`src/rtl/coh_thr_pkg.sv`:
```
// Shared types for the coherence command throttle.
// Priority codes are ordered: a larger code is kept longer.
package coh_thr_pkg;
    typedef enum logic [1:0] {
        PRIO_LOW  = 2'd0,
        PRIO_MED  = 2'd1,
        PRIO_HIGH = 2'd2
    } prio_e;

    localparam int N_CLASSES = 3;

    // Raise a priority one level when the command is a re-issue; saturate at high.
    function automatic logic [1:0] escalate(input logic [1:0] base, input logic retry);
        if (!retry)               return base;
        if (base >= PRIO_HIGH)    return PRIO_HIGH;
        return base + 2'd1;
    endfunction
endpackage

```
`src/rtl/coh_shed_select.sv`:
```
// Picks which arriving commands fit in the snoop capacity.
// A command's rank is the number of valid arrivals that beat it: a higher
// priority, or equal priority on a lower-numbered link. Ranks below CAP are kept.
// Assumes priority codes 0..2; purely combinational.
module coh_shed_select #(
    parameter int N_LINKS = 3,
    parameter int CAP     = 2
) (
    input  logic [N_LINKS-1:0]   valid,
    input  logic [2*N_LINKS-1:0] prio,
    output logic [N_LINKS-1:0]   keep,
    output logic [N_LINKS-1:0]   shed
);
    // Rank each valid arrival against all others and split keep / shed.
    always_comb begin
        keep = '0;
        shed = '0;
        for (int i = 0; i < N_LINKS; i++) begin
            int rank;
            rank = 0;
            for (int j = 0; j < N_LINKS; j++) begin
                if (j != i && valid[j] &&
                    ((prio[2*j +: 2] > prio[2*i +: 2]) ||
                     (prio[2*j +: 2] == prio[2*i +: 2] && j < i)))
                    rank++;
            end
            keep[i] = valid[i] && (rank < CAP);
            shed[i] = valid[i] && (rank >= CAP);
        end
    end
endmodule

```
`src/rtl/coh_rate_bucket.sv`:
```
// Token bucket for one priority class with an adaptive refill period.
// A drop pulse lengthens the period; cfg_quiet drop-free cycles shorten it.
// Assumes consume is raised only while has_token is high and PER_MIN >= 1.
module coh_rate_bucket #(
    parameter int BURST    = 2,
    parameter int PER_INIT = 4,
    parameter int PER_MIN  = 2,
    parameter int PER_MAX  = 32,
    parameter int PER_STEP = 2,
    parameter int QW       = 12
) (
    input  logic          clk,
    input  logic          rst_n,
    input  logic          consume,
    input  logic          drop,
    input  logic [QW-1:0] cfg_quiet,
    output logic          has_token
);
    localparam int PW = $clog2(PER_MAX + 1);
    localparam int TW = $clog2(BURST + 1);

    logic [TW-1:0] tokens, tokens_n;
    logic [PW-1:0] period, refill_cnt;
    logic [QW-1:0] quiet_cnt;
    logic          refill, quiet_done;

    assign has_token  = (tokens != '0);
    assign refill     = (refill_cnt >= period - PW'(1));
    assign quiet_done = ({1'b0, quiet_cnt} + (QW+1)'(1)) >= {1'b0, cfg_quiet};

    // Next token count: add on refill (saturating), remove on consume.
    always_comb begin
        tokens_n = tokens;
        if (refill && !consume && tokens != TW'(BURST))
            tokens_n = tokens + TW'(1);
        else if (consume && !refill)
            tokens_n = tokens - TW'(1);
    end

    // Token store and refill timer.
    always_ff @(posedge clk) begin
        if (!rst_n) begin
            tokens     <= TW'(BURST);
            refill_cnt <= '0;
        end else begin
            tokens     <= tokens_n;
            refill_cnt <= refill ? '0 : refill_cnt + PW'(1);
        end
    end

    // Period adaptation from drop feedback and quiet time.
    always_ff @(posedge clk) begin
        if (!rst_n) begin
            period    <= PW'(PER_INIT);
            quiet_cnt <= '0;
        end else if (drop) begin
            period    <= (period > PW'(PER_MAX - PER_STEP)) ? PW'(PER_MAX) : period + PW'(PER_STEP);
            quiet_cnt <= '0;
        end else if (quiet_done) begin
            period    <= (period < PW'(PER_MIN + PER_STEP)) ? PW'(PER_MIN) : period - PW'(PER_STEP);
            quiet_cnt <= '0;
        end else begin
            quiet_cnt <= quiet_cnt + QW'(1);
        end
    end

    AST_TOKEN_CAP: assert property (@(posedge clk) disable iff (!rst_n) tokens <= TW'(BURST));
    AST_CONSUME_TAKES: assert property (@(posedge clk) disable iff (!rst_n)
        consume && !refill |=> tokens == $past(tokens) - TW'(1));
    AST_PERIOD_BOUNDS: assert property (@(posedge clk) disable iff (!rst_n)
        period >= PW'(PER_MIN) && period <= PW'(PER_MAX));
    AST_DROP_LENGTHENS: assert property (@(posedge clk) disable iff (!rst_n)
        drop |=> (period == PW'(PER_MAX) || period == $past(period) + PW'(PER_STEP)));
    AST_QUIET_NOT_GROW: assert property (@(posedge clk) disable iff (!rst_n)
        !drop |=> period <= $past(period));
endmodule

```
`src/rtl/coh_drop_throttle.sv`:
```
// Coherence command throttle: sheds arrivals beyond snoop capacity by drop
// priority, and paces local issue with one adaptive token bucket per class.
// Assumes arrival and issue priority codes stay within 0..2.
module coh_drop_throttle #(
    parameter int N_LINKS   = 3,
    parameter int SNOOP_CAP = 2,
    parameter int BURST     = 2,
    parameter int PER_LO    = 4,
    parameter int PER_MED   = 8,
    parameter int PER_HI    = 16,
    parameter int PER_MIN   = 2,
    parameter int PER_MAX   = 32,
    parameter int PER_STEP  = 2,
    parameter int QW        = 12
) (
    input  logic                 clk,
    input  logic                 rst_n,
    input  logic [N_LINKS-1:0]   arr_valid,
    input  logic [2*N_LINKS-1:0] arr_prio,
    output logic [N_LINKS-1:0]   fwd_valid,
    output logic [N_LINKS-1:0]   retry_rsp,
    input  logic                 iss_req,
    input  logic [1:0]           iss_base_prio,
    input  logic                 iss_retry,
    output logic                 iss_grant,
    output logic [1:0]           iss_prio,
    input  logic [2:0]           fb_drop,
    input  logic [QW-1:0]        cfg_quiet
);
    import coh_thr_pkg::*;

    logic [N_CLASSES-1:0] cls_token;
    logic [N_CLASSES-1:0] cls_take;

    coh_shed_select #(.N_LINKS(N_LINKS), .CAP(SNOOP_CAP)) u_shed (
        .valid (arr_valid),
        .prio  (arr_prio),
        .keep  (fwd_valid),
        .shed  (retry_rsp)
    );

    // Effective priority and grant for the local issuer.
    always_comb begin
        iss_prio  = escalate(iss_base_prio, iss_retry);
        iss_grant = iss_req && cls_token[iss_prio];
        cls_take  = '0;
        cls_take[iss_prio] = iss_grant;
    end

    for (genvar c = 0; c < N_CLASSES; c++) begin : g_cls
        localparam int INIT = (c == 0) ? PER_LO : (c == 1) ? PER_MED : PER_HI;
        coh_rate_bucket #(
            .BURST(BURST), .PER_INIT(INIT), .PER_MIN(PER_MIN),
            .PER_MAX(PER_MAX), .PER_STEP(PER_STEP), .QW(QW)
        ) u_bucket (
            .clk       (clk),
            .rst_n     (rst_n),
            .consume   (cls_take[c]),
            .drop      (fb_drop[c]),
            .cfg_quiet (cfg_quiet),
            .has_token (cls_token[c])
        );
    end

    AST_ACC_DROP_DISJOINT: assert property (@(posedge clk) disable iff (!rst_n)
        (fwd_valid & retry_rsp) == '0 && (fwd_valid | retry_rsp) == arr_valid);
    AST_SNOOP_CAP: assert property (@(posedge clk) disable iff (!rst_n)
        $countones(fwd_valid) <= SNOOP_CAP);
    AST_ALL_FIT: assert property (@(posedge clk) disable iff (!rst_n)
        $countones(arr_valid) <= SNOOP_CAP |-> retry_rsp == '0);
    for (genvar i = 0; i < N_LINKS; i++) begin : g_ord
        for (genvar j = 0; j < N_LINKS; j++) begin : g_pair
            AST_SHED_ORDER: assert property (@(posedge clk) disable iff (!rst_n)
                fwd_valid[i] && retry_rsp[j] |-> arr_prio[2*i +: 2] >= arr_prio[2*j +: 2]);
        end
    end
    AST_ESC_RAISES: assert property (@(posedge clk) disable iff (!rst_n)
        iss_retry && iss_base_prio <= 2'd2 |-> (iss_prio > iss_base_prio || iss_prio == 2'd2));
endmodule

```
`config.mk`:
```
export PLATFORM = sky130hd
export DESIGN_NAME = coh_drop_throttle
export DESIGN_NICKNAME = d
export VERILOG_FILES = /design/src/rtl/coh_thr_pkg.sv /design/src/rtl/coh_shed_select.sv /design/src/rtl/coh_rate_bucket.sv /design/src/rtl/coh_drop_throttle.sv
export SDC_FILE = /design/constraint.sdc
export NUM_CORES = 1
export LEC_CHECK = 0
export ABC_AREA = 1
export CAP_MARGIN = 20
export CORE_MARGIN = 3
export CORE_UTILIZATION = 47
export CTS_CLUSTER_DIAMETER = 30
export CTS_CLUSTER_SIZE = 20
export DETAILED_ROUTE_END_ITERATION = 8
export GPL_TIMING_DRIVEN = 0
export PLACE_DENSITY = 0.66
export SYNTH_ARGS = -nofsm -noshare
export SYNTH_HDL_FRONTEND = slang
export SYNTH_SLANG_ARGS = --single-unit
```
`constraint.sdc`:
```
create_clock -name clk -period 2.5 [get_ports clk]
set_input_delay 0.375 -clock clk [delete_from_list [all_inputs] [get_ports clk]]
set_output_delay 0.375 -clock clk [all_outputs]
set_load 0.01 [all_outputs]
```
==> key figures <==
Setup path
  – Critical path type: register to register
  – R2R cell count: 13
  – Setup crit start kind: register
  – Worst R2R Start: g_cls[1].u_bucket.quiet_cnt[0]$_SDFF_PP0_
  – Worst path required time: 2.77 ns
  – Critical path endpoint category: register
  – Worst flop-to-flop path endpoint: g_cls[1].u_bucket.quiet_cnt[2]$_SDFF_PP0_
  – Worst Path Arrival: 2.80 ns
  – R2R setup slack: -0.03 ns
  – Critical Path Fanout Max: 5

GRT
  – Antenna violations before repair: 0
  – Gr usage total: 0.1911
  – GRT overflow: 0
  – First-pass GRT wire length: 20,980 um
  – Number of global-route vias before repair: 4,871
  – Largest net degree at the start of global routing: 12

Synth
  – Synth area leaders: dfxtp_1 (27%), ha_1 (17%), inv_1 (9.9%), nand2_1 (9.9%), nand3_1 (6.4%)
  – Ys Warns: 0
  – Synth top area share: 0.2665
  – Net Count, Synth: 914
  – Distinct cells, synth: 34
  – Post-Syn Instances: 809
  – Leading area contributor after synthesis: dfxtp_1
  – FF+latch count, synth: 75
  – Sequential fraction of the synthesis area: 0.2665
  – Mean Syn Cell Area: 6.964 um^2
  – Mapped Area: 0.005634 mm^2

Timing
  – PnR worst setup slack: -0.02933 ns
  – Fmax: 0.3954 GHz
  – RSZ-0062 raised after global routing: true
  – WHS: 0.4458 ns
  – Max Clock Skew: 0.008127 ns
  – Slew HR: 0.6399
  – Final Max Slew Viols: 0
  – Worst-Margin Slew: 0.5401 ns
  – Period utilization: 1.012
  – Final min period: 2.529 ns
  – Setup violations, final: 10
  – Endpoints failing hold: 0

Clock network
  – CTS tree: yes
  – Max Root-Sink Buffers: 2
  – H-tree depth: 3
  – Clock slew at reported path FFs: 0.05 ns
  – Clk_lat worst skew: 0.34 ns
  – Inserted Clock Buffers: 9
  – Root Buffer Master: clkbuf_16
  – Clock sinks: 75

Detailed routing
  – Post-DRT Antenna Nets: 0
  – DR pass1 iterations: 4
  – WL per Instance: 12.82 um
  – Vias: 5,301
  – Vias per std cell: 5.087
  – Drt drc: 0
  – Initial DRC Count: 218
  – WL final: 13,350 um

Floorplanning
  – Initial core utilization: 0.4872
  – Die Y: 115.5 um
  – Rows: 39
  – Die Width: 115.5 um
  – IO Pins: 39
  – Core Region: 0.01156 mm^2
  – Die ar.: 0.01334 mm^2

Final layout
  – Layout cells sized above 1: 0.2291
  – Finished Cell Area: 0.007538 mm^2
  – End-of-flow core utilization: 0.6518
  – N_diodes: 0
  – Commonest non-fill, non-tap cell in the layout: inv_1
  – Synthesis-to-layout area growth: 33.80%
  – Most frequent cells in the layout: inv_1 (143), nand2_1 (135), nor2_1 (73)
  – Fin cells: 1,042
  – # nets final: 1,000

Hold path
  – Min-Delay Path Class: register to register
  – Worst hold endpoint: g_cls[2].u_bucket.quiet_cnt[0]$_SDFF_PP0_
  – Hold wc startpoint: g_cls[2].u_bucket.quiet_cnt[0]$_SDFF_PP0_
  – Hold path depth: 1

Placement
  – Port buffer count: 38
  – Placed cell area: 0.006193 mm^2
  – Gpl congestion: 0.8615
  – Placed Instances: 990
  – Worst slack, placed: -0.2895 ns
  – Post-DP HPWL: 9278 um

Status
  – Outcome: finished with violations
  – Failing checks: negative setup slack

Power
  – Static leakage: 0.003622 uW
  – Pwr dens: 449.4 mW/mm^2
  – VDD IR max: 0.2826 mV

Flow run
  – # Max-Cap Violations: 0
cells in the mapped netlist (all sizes together):
| cell | count |
|---|---|
| xor2 | 28 |
| a2bb2oi | 1 |
| o21bai | 4 |
| and3 | 1 |
| nand4 | 18 |
| clkbuf | 2 |
| inv | 149 |
| nand3 | 81 |
| nor2 | 121 |
| a21oi | 36 |
| o2111ai | 1 |
| dfxtp | 75 |
| nor3b | 5 |
| buf | 7 |
| nor3 | 5 |
| ha | 75 |
| nand3b | 4 |
| nor2b | 2 |
| o211ai | 4 |
| o22ai | 2 |
| xnor2 | 10 |
| o21ai | 22 |
| a31o | 1 |
| nand2 | 152 |
| a21o | 1 |
| a31oi | 2 |
worst max-delay path: stages, from the launching register on:
cell and delay, ns:
dfxtp_4 0.37, ha_4 0.15, nand2_4 0.06, nor2_4 0.21
and3_4 0.25, nand2_4 0.06, xor2_4 0.17, ha_4 0.25
a21oi_2 0.11, o211ai_1 0.14, nor2_4 0.24, nand3_4 0.16
clkbuf_16 0.20, nor2_4 0.07
through the flow:
step	setup TNS, ns	total power, uW
floorplan	0	1741
global placement	-2.541	1901
detailed placement	-4.881	1926
CTS	0	3341
global route	-4.457	3577
finish	-0.1296	3388
kinds of logic (layout without fill, tap and decap cells):
group,count (synthesis),in the layout,synth area share
AND/OR/NAND/NOR,389,389,0.3256
flip-flops,75,75,0.2665
adder cells (fa/ha/maj),75,75,0.1666
XOR/XNOR,38,38,0.05907
buffers and inverters,158,248,0.1097
AO/OA/AOI/OAI,74,74,0.07262
timing repair:
item / 4_1_cts / 5_1_grt
cloned: 0 / 3
setup buffers: 11 / 23
hold endpoints to repair: 0 / 0
pin swaps: 7 / 61
endpoints found under the setup margin: 52 / 79
hold buffers: 0 / 0
resized for setup: 29 / 148
metal layers:
metal / global-route usage / vias up / part of all wire / routed length [um]
li1: - / 2756 / - / -
met5: 0 / - / 0 / 0
met2: 0.3349 / 74 / 0.50 / 6642
met4: 0.07355 / 0 / 0.015 / 206
met1: 0.2386 / 2457 / 0.46 / 6206
met3: 0.02507 / 14 / 0.022 / 298
how the worst max path moves through the flow:
| stage | slack [ns] | from | depth (start not counted) | endpoint |
|---|---|---|---|---|
| after floorplan | 0.18 | g_cls[1].u_bucket.quiet_cnt[0]$_SDFF_PP0_ | 17 | g_cls[1].u_bucket.quiet_cnt[7]$_SDFF_PP0_ |
| after global placement | -0.25 | arr_prio[1] | 9 | retry_rsp[1] |
| after detailed placement | -0.29 | arr_prio[1] | 9 | retry_rsp[1] |
| after CTS | 0.001 | g_cls[0].u_bucket.quiet_cnt[2]$_SDFF_PP0_ | 16 | g_cls[0].u_bucket.period[4]$_SDFFE_PN0P_ |
| after global routing | -0.14 | g_cls[1].u_bucket.quiet_cnt[0]$_SDFF_PP0_ | 13 | g_cls[1].u_bucket.quiet_cnt[0]$_SDFF_PP0_ |
| final | -0.03 | g_cls[1].u_bucket.quiet_cnt[0]$_SDFF_PP0_ | 13 | g_cls[1].u_bucket.quiet_cnt[2]$_SDFF_PP0_ |
sequential cells by signal, summed over array words and instances, names as in the netlist:
register and flops:
g_cls.u_bucket.period 15, g_cls.u_bucket.tokens 6, g_cls.u_bucket.refill_cnt 18, g_cls.u_bucket.quiet_cnt 36
report_power, final:
part	internal (uW)	leakage (uW)	switching, uW
clock network	897	0.000150	498
logic	297	0.00285	396
registers	1250	0.000619	53.6
cell type report:
cell class,count,area (um^2)
Fill cell,956,4026
Inverter,149,559.3
Sequential cell,75,1541
Timing Repair Buffer,75,728.2
Tap cell,143,178.9
Multi-Input combinational cell,576,4149
Buffer,9,71.32
Clock inverter,2,60.06
Clock buffer,13,250.2
No activity file was read; power rests on OpenSTA's default activity.
